`src/rtl/swdh_pkg.sv`:
```
package swdh_pkg;
    localparam int SWDH_DW = 32;

    localparam logic [2:0] ACK_OK    = 3'b001;
    localparam logic [2:0] ACK_WAIT  = 3'b010;
    localparam logic [2:0] ACK_FAULT = 3'b100;

    typedef enum logic [2:0] {
        ST_IDLE, ST_REQ, ST_TRN1, ST_ACK, ST_TRN2, ST_WDATA, ST_RDATA, ST_TAIL
    } swdh_state_e;

    typedef struct packed {
        logic               apndp;
        logic               rnw;
        logic [1:0]         addr;
        logic [SWDH_DW-1:0] wdata;
    } swdh_cmd_t;

    typedef struct packed {
        logic [2:0]         ack;
        logic [SWDH_DW-1:0] rdata;
        logic               perr;
        logic               noresp;
    } swdh_rsp_t;

    // request frame, bit 0 leaves the host first
    function automatic logic [7:0] build_request(swdh_cmd_t c);
        logic par;
        par = c.apndp ^ c.rnw ^ c.addr[0] ^ c.addr[1];
        return {1'b1, 1'b0, par, c.addr[1], c.addr[0], c.rnw, c.apndp, 1'b1};
    endfunction

    function automatic logic ack_known(logic [2:0] a);
        return (a == ACK_OK) || (a == ACK_WAIT) || (a == ACK_FAULT);
    endfunction
endpackage

```
`src/rtl/swdh_clkgen.sv`:
```
module swdh_clkgen #(
    parameter int HALF_DIV = 2
) (
    input  logic clk,
    input  logic rst,
    input  logic run,
    output logic swclk,
    output logic rise,
    output logic fall
);
    localparam int CW = (HALF_DIV > 1) ? $clog2(HALF_DIV) : 1;

    logic [CW-1:0] cnt;
    logic          tick;

    assign tick = run && (cnt == CW'(HALF_DIV - 1));
    assign rise = tick && !swclk;
    assign fall = tick && swclk;

    always_ff @(posedge clk) begin
        if (rst || !run) begin
            cnt   <= '0;
            swclk <= 1'b0;
        end else if (tick) begin
            cnt   <= '0;
            swclk <= !swclk;
        end else begin
            cnt <= cnt + 1'b1;
        end
    end

    // a stopped clock must rest low
    assert_stop_low_R9: assert property (@(posedge clk) disable iff (rst)
        !run |=> !swclk);
endmodule

```
`src/rtl/swdh_seq.sv`:
```
module swdh_seq
    import swdh_pkg::*;
#(
    parameter int IDLE_CYC = 8
) (
    input  logic      clk,
    input  logic      rst,
    input  logic      cmd_valid,
    input  swdh_cmd_t cmd,
    output logic      idle,
    input  logic      rise,
    input  logic      fall,
    input  logic      sdi,
    output logic      sdo,
    output logic      sdo_oe,
    output logic      rsp_valid,
    output swdh_rsp_t rsp
);
    localparam int DW    = SWDH_DW;
    localparam int MAXC  = (DW + 1 > IDLE_CYC) ? DW + 1 : IDLE_CYC;
    localparam int CNT_W = $clog2(MAXC + 1);

    swdh_state_e      state;
    logic [CNT_W-1:0] cnt;
    logic [7:0]       req_sr;
    logic [DW:0]      wd_sr;
    logic [DW:0]      rd_sr;
    logic [2:0]       ack_r;
    logic             rnw_r;
    logic             ack_ok;

    assign idle   = (state == ST_IDLE);
    assign ack_ok = (ack_r == ACK_OK);

    always_ff @(posedge clk) begin
        if (rst) begin
            state     <= ST_IDLE;
            cnt       <= '0;
            req_sr    <= '0;
            wd_sr     <= '0;
            rd_sr     <= '0;
            ack_r     <= '0;
            rnw_r     <= 1'b0;
            sdo       <= 1'b0;
            sdo_oe    <= 1'b1;
            rsp_valid <= 1'b0;
            rsp       <= '0;
        end else begin
            rsp_valid <= 1'b0;
            if (state == ST_IDLE) begin
                if (cmd_valid) begin
                    req_sr <= build_request(cmd);
                    wd_sr  <= {^cmd.wdata, cmd.wdata};
                    rnw_r  <= cmd.rnw;
                    sdo    <= 1'b1;
                    sdo_oe <= 1'b1;
                    cnt    <= '0;
                    state  <= ST_REQ;
                end
            end else begin
                if (rise) begin
                    if (state == ST_ACK)   ack_r <= {sdi, ack_r[2:1]};
                    if (state == ST_RDATA) rd_sr <= {sdi, rd_sr[DW:1]};
                end
                if (fall) begin
                    case (state)
                        ST_REQ: begin
                            if (cnt == CNT_W'(7)) begin
                                state  <= ST_TRN1;
                                sdo_oe <= 1'b0;
                                sdo    <= 1'b0;
                                cnt    <= '0;
                            end else begin
                                req_sr <= req_sr >> 1;
                                sdo    <= req_sr[1];
                                cnt    <= cnt + 1'b1;
                            end
                        end
                        ST_TRN1: begin
                            state <= ST_ACK;
                            cnt   <= '0;
                        end
                        ST_ACK: begin
                            if (cnt == CNT_W'(2)) begin
                                cnt   <= '0;
                                state <= (ack_ok && rnw_r) ? ST_RDATA : ST_TRN2;
                            end else begin
                                cnt <= cnt + 1'b1;
                            end
                        end
                        ST_RDATA: begin
                            if (cnt == CNT_W'(DW)) begin
                                state <= ST_TRN2;
                                cnt   <= '0;
                            end else begin
                                cnt <= cnt + 1'b1;
                            end
                        end
                        ST_TRN2: begin
                            cnt    <= '0;
                            sdo_oe <= 1'b1;
                            if (ack_ok && !rnw_r) begin
                                state <= ST_WDATA;
                                sdo   <= wd_sr[0];
                            end else begin
                                state <= ST_TAIL;
                                sdo   <= 1'b0;
                            end
                        end
                        ST_WDATA: begin
                            if (cnt == CNT_W'(DW)) begin
                                state <= ST_TAIL;
                                sdo   <= 1'b0;
                                cnt   <= '0;
                            end else begin
                                wd_sr <= wd_sr >> 1;
                                sdo   <= wd_sr[1];
                                cnt   <= cnt + 1'b1;
                            end
                        end
                        ST_TAIL: begin
                            if (cnt == CNT_W'(IDLE_CYC - 1)) begin
                                state      <= ST_IDLE;
                                cnt        <= '0;
                                rsp_valid  <= 1'b1;
                                rsp.ack    <= ack_r;
                                rsp.noresp <= !ack_known(ack_r);
                                rsp.rdata  <= (ack_ok && rnw_r) ? rd_sr[DW-1:0] : '0;
                                rsp.perr   <= ack_ok && rnw_r &&
                                              ((^rd_sr[DW-1:0]) != rd_sr[DW]);
                            end else begin
                                cnt <= cnt + 1'b1;
                            end
                        end
                        default: state <= ST_IDLE;
                    endcase
                end
            end
        end
    end

    assert_trn_release_R2: assert property (@(posedge clk) disable iff (rst)
        (state == ST_TRN1 || state == ST_ACK) |-> !sdo_oe);

    assert_rdata_released_R4: assert property (@(posedge clk) disable iff (rst)
        (state == ST_RDATA) |-> !sdo_oe);

    assert_noresp_clean_R8: assert property (@(posedge clk) disable iff (rst)
        (rsp_valid && rsp.noresp) |-> (rsp.rdata == '0 && !rsp.perr));
endmodule

```
`src/rtl/swdh_engine.sv`:
```
module swdh_engine
    import swdh_pkg::*;
#(
    parameter int HALF_DIV = 2,
    parameter int IDLE_CYC = 8
) (
    input  logic               clk,
    input  logic               rst,
    input  logic               cmd_valid,
    output logic               cmd_ready,
    input  logic               cmd_apndp,
    input  logic               cmd_rnw,
    input  logic [1:0]         cmd_addr,
    input  logic [SWDH_DW-1:0] cmd_wdata,
    output logic               rsp_valid,
    output logic [2:0]         rsp_ack,
    output logic [SWDH_DW-1:0] rsp_rdata,
    output logic               rsp_perr,
    output logic               rsp_noresp,
    output logic               swclk,
    output logic               swdio_out,
    output logic               swdio_oe,
    input  logic               swdio_in
);
    swdh_cmd_t cmd;
    swdh_rsp_t rsp;
    logic      idle, rise, fall;

    assign cmd = '{apndp: cmd_apndp, rnw: cmd_rnw, addr: cmd_addr, wdata: cmd_wdata};

    swdh_clkgen #(.HALF_DIV(HALF_DIV)) u_clk (
        .clk(clk), .rst(rst), .run(!idle),
        .swclk(swclk), .rise(rise), .fall(fall)
    );

    swdh_seq #(.IDLE_CYC(IDLE_CYC)) u_seq (
        .clk(clk), .rst(rst), .cmd_valid(cmd_valid), .cmd(cmd), .idle(idle),
        .rise(rise), .fall(fall), .sdi(swdio_in), .sdo(swdio_out),
        .sdo_oe(swdio_oe), .rsp_valid(rsp_valid), .rsp(rsp)
    );

    assign cmd_ready  = idle;
    assign rsp_ack    = rsp.ack;
    assign rsp_rdata  = rsp.rdata;
    assign rsp_perr   = rsp.perr;
    assign rsp_noresp = rsp.noresp;

    assert_stable_high_R9: assert property (@(posedge clk) disable iff (rst)
        (swclk && $past(swclk)) |-> ($stable(swdio_out) && $stable(swdio_oe)));

    assert_idle_low_R9: assert property (@(posedge clk) disable iff (rst)
        cmd_ready |-> !swclk);

    assert_rsp_idle_R6: assert property (@(posedge clk) disable iff (rst)
        rsp_valid |-> cmd_ready);
endmodule

```
`config.mk`:
```
export PLATFORM = sky130hd
export DESIGN_NAME = swdh_engine
export DESIGN_NICKNAME = d
export VERILOG_FILES = /design/src/rtl/swdh_pkg.sv /design/src/rtl/swdh_clkgen.sv /design/src/rtl/swdh_seq.sv /design/src/rtl/swdh_engine.sv
export SDC_FILE = /design/constraint.sdc
export NUM_CORES = 1
export LEC_CHECK = 0
export BUFFER_PORTS_ARGS = -buffer_cell sky130_fd_sc_hd__buf_2
export CAP_MARGIN = 15
export CORE_AREA = 10 10 100 147
export DETAILED_ROUTE_END_ITERATION = 12
export DIE_AREA = 0 0 110 157
export PLACE_DENSITY = 0.7
export SYNTH_ARGS = -nofsm -noshare
export SYNTH_HDL_FRONTEND = slang
export SYNTH_SLANG_ARGS = --single-unit
```
`constraint.sdc`:
```
create_clock -name clk -period 5.2 [get_ports clk]
set_input_delay 0.26 -clock clk [delete_from_list [all_inputs] [get_ports clk]]
set_output_delay 0.26 -clock clk [all_outputs]
set_load 0.05 [all_outputs]
```
==> qor.csv <==
metric;value;unit
n_antenna_cell;0;
syn-cell-area;5910;µm²
cts_tree;built;
fin_setup_tns;0;ns
syn_inst;653;
die_area;17300;µm²
p_per_area;378;nW/µm²
gp_congestion;0.865;
wl_per_cell;14.7;µm
synth.distinct_cells;46;
dp_hpwl;8760;µm
synth-edff-count;0;
power.share.sequential;41.4;%
ant_nets;0;
vdd_drop_max;0.228;mV
nFillCells;1107;
grt-ovfl-total;0;
clk_pin_slew;0.05;ns
start_kind;flip-flop;
postSynthAreaPerCell;9.06;µm²
path_cells;nor3_4 -> buf_4 -> nor2_1 -> a21oi_1 -> nor3_2 -> buf_4 -> nor2_1 -> a211oi_2;
die_x;110;µm
via_count;4654;
worstSetupPathType;flip-flop to flip-flop;
slew_viol_final;0;
drt-total-wl;12900;µm
grt_use_total;15.3;%
fin_area;6920;µm²
seq_area;2560;µm²
drive_gt1_share;22.0;%
top_layer;met4;
status;finished, final reports clean;
p_sw;0.689;mW
hp-class;input port to flip-flop;
cts_resized;0;
combPwrFrac;15.9;%
worstMarginPinSlew;1.15;ns
place_area;6350;µm²
wl_met3;831;µm
cts_setup_buffers;0;
worst-path-max-fanout;65;
core_area;12200;µm²
nets;755;
crit_required;5.45;ns
cts_buffer_depth;2;
io_pins;82;
period_needed;3.33;ns
clockRootBuffer;clkbuf_16;
syn-num-nets;696;
switching_share;26.3;%
viasPerCell;5.29;
fmax;300;MHz
htreeDepth;4;
ys_ff_latch;128;
hold_buffers;0;
dr.pass1.iters;4;
die_h;157;µm
antenna_found_initial;0;
skew;0.00598;ns
synth.most_common_cell;dfxtp_1;
port_buffers;81;
arrival;3.58;ns
multi_input_area;3130;µm²
internal-power;1.93;mW
p_leak;2.73;nW
cts_buffers;17;
synthTopCellsByCount;dfxtp_1, nor2_1, nand2_1;
slowest_stage;a21oi_1;
synth_top_area_share;43.3;%
clk_latency;0.41;ns
endpoint_kind;flip-flop;
p_clk_share;42.7;%
yosys.area.top_type;dfxtp_1;
period_share;64.1;%
ys_top_cells_by_area;dfxtp_1, xnor2_1, mux2i_1;
slew_headroom;23.2;%
setup_viol;0;
wl_met1;5440;µm
grt_pass1_wl;21700;µm
rsz0062_at_grt;no;
drt-initial-drc-count;249;
start_util;48.5;%
ys.flop_type;dfxtp_1;
maxCapViolCount;0;
drc;0;
hold_violations;0;
dr_wl_met2;6460;µm
grt_max_degree;84;
r2r_slack;1.87;ns
syn2layout_area_growth;17.1;%
yosysSeqAreaShare;43.3;%
crit_path_max_incr_delay;0.75;ns
ys_async_sr_fraction;0;%
rows;50;
grt_pass1_vias;4629;
power;2.62;mW
clkSinkCount;128;
yosys_warnings;0;
==> metal layers <==
layer / track usage (%) / vias to the layer above
met5: 0 / -
met4: 5.47 / 0
met3: 5.16 / 14
met2: 25.3 / 108
met1: 17.9 / 2166
li1: - / 2366
==> flip-flops by register name (all words and copies together) (netlist names) <==
| signal | cells |
|---|---|
| u_seq.rsp | 37 |
| u_seq.rd_sr | 33 |
| u_seq.wd_sr | 33 |
| u_seq.req_sr | 7 |
| u_seq.cnt | 6 |
| u_seq.ack_r | 3 |
| u_seq.state | 3 |
| u_clk.cnt | 1 |
| u_clk.swclk | 1 |
| u_seq.rnw_r | 1 |
| u_seq.rsp_valid | 1 |
| u_seq.sdo | 1 |
| u_seq.sdo_oe | 1 |
==> stage by stage <==
step	utilization [%]	hold WS, ns	setup slack, ns	std cells
6_report	56.7	0.138	1.87	880
5_1_grt	56.7	0.143	1.54	880
4_1_cts	56.7	0.127	1.91	880
3_5_place_dp	52.1	0.459	1.94	849
3_3_place_gp	52.1	0.448	2.09	849
2_1_floorplan	-	0.396	3.17	653
==> cells by family (layout without fill, tap and decap cells) <==
logic type	Yosys count	in the layout	share of synthesized area, %
flops	128	128	43.3
xor+xnor	68	68	10.3
compound gates	137	137	18.2
simple gates	221	221	16.0
buf+inv	52	123	4.10
mux	44	44	7.45
fa+ha+maj	3	3	0.635
==> power by group through the flow <==
stage / logic (mW) / registers [mW] / clock network (mW)
after floorplan: 0.365 / 1.09 / 0
after global placement: 0.405 / 1.10 / 0
after detailed placement: 0.420 / 1.10 / 0
after CTS: 0.420 / 1.08 / 1.13
after global routing: 0.462 / 1.09 / 1.18
final: 0.415 / 1.08 / 1.12
==> placed cells by master, fill, tap and decap left out, drive strengths merged, types with 2 or more instances in the layout <==
cell	n
or2	2
or3	2
nor2	100
clkinv	4
mux2i	44
dfxtp	128
nor3	14
and3	2
a21oi	50
ha	3
nand3	6
a211oi	34
clkinvlp	4
inv	5
a22oi	33
xor2	10
nand2b	3
nand2	79
clkbuf	22
or4b	3
nand4	3
xnor2	57
buf	87
a211o	3
o21ai	9
==> layout make-up <==
| cell class | instances | share of cell area (%) |
|---|---|---|
| Sequential cell | 128 | 37.0 |
| Clock inverter | 9 | 1.21 |
| Multi-Input combinational cell | 473 | 45.1 |
| Timing Repair Buffer | 87 | 6.54 |
| Inverter | 5 | 0.271 |
| Clock buffer | 22 | 6.99 |
| Tap cell | 156 | 2.82 |
==> worst paths after layout <==
path | cells past startpoint | end | startpoint
setup / recovery | 8 | u_seq.wd_sr[22] | u_seq.state[0]
hold reg to reg | 2 | u_seq.req_sr[7] | u_seq.req_sr[7]
setup reg to reg | 8 | u_seq.wd_sr[22] | u_seq.state[0]
hold / removal | 3 | u_seq.rd_sr[32] | swdio_in
==> worst max-delay path, delay by kind of cell (launching register included) <==
family | cells | cell delay [ns]
flops | 1 | 0.55
buf+inv | 2 | 0.97
simple gates | 4 | 0.78
compound gates | 2 | 0.82
No activity file was read; power rests on OpenSTA's default activity.
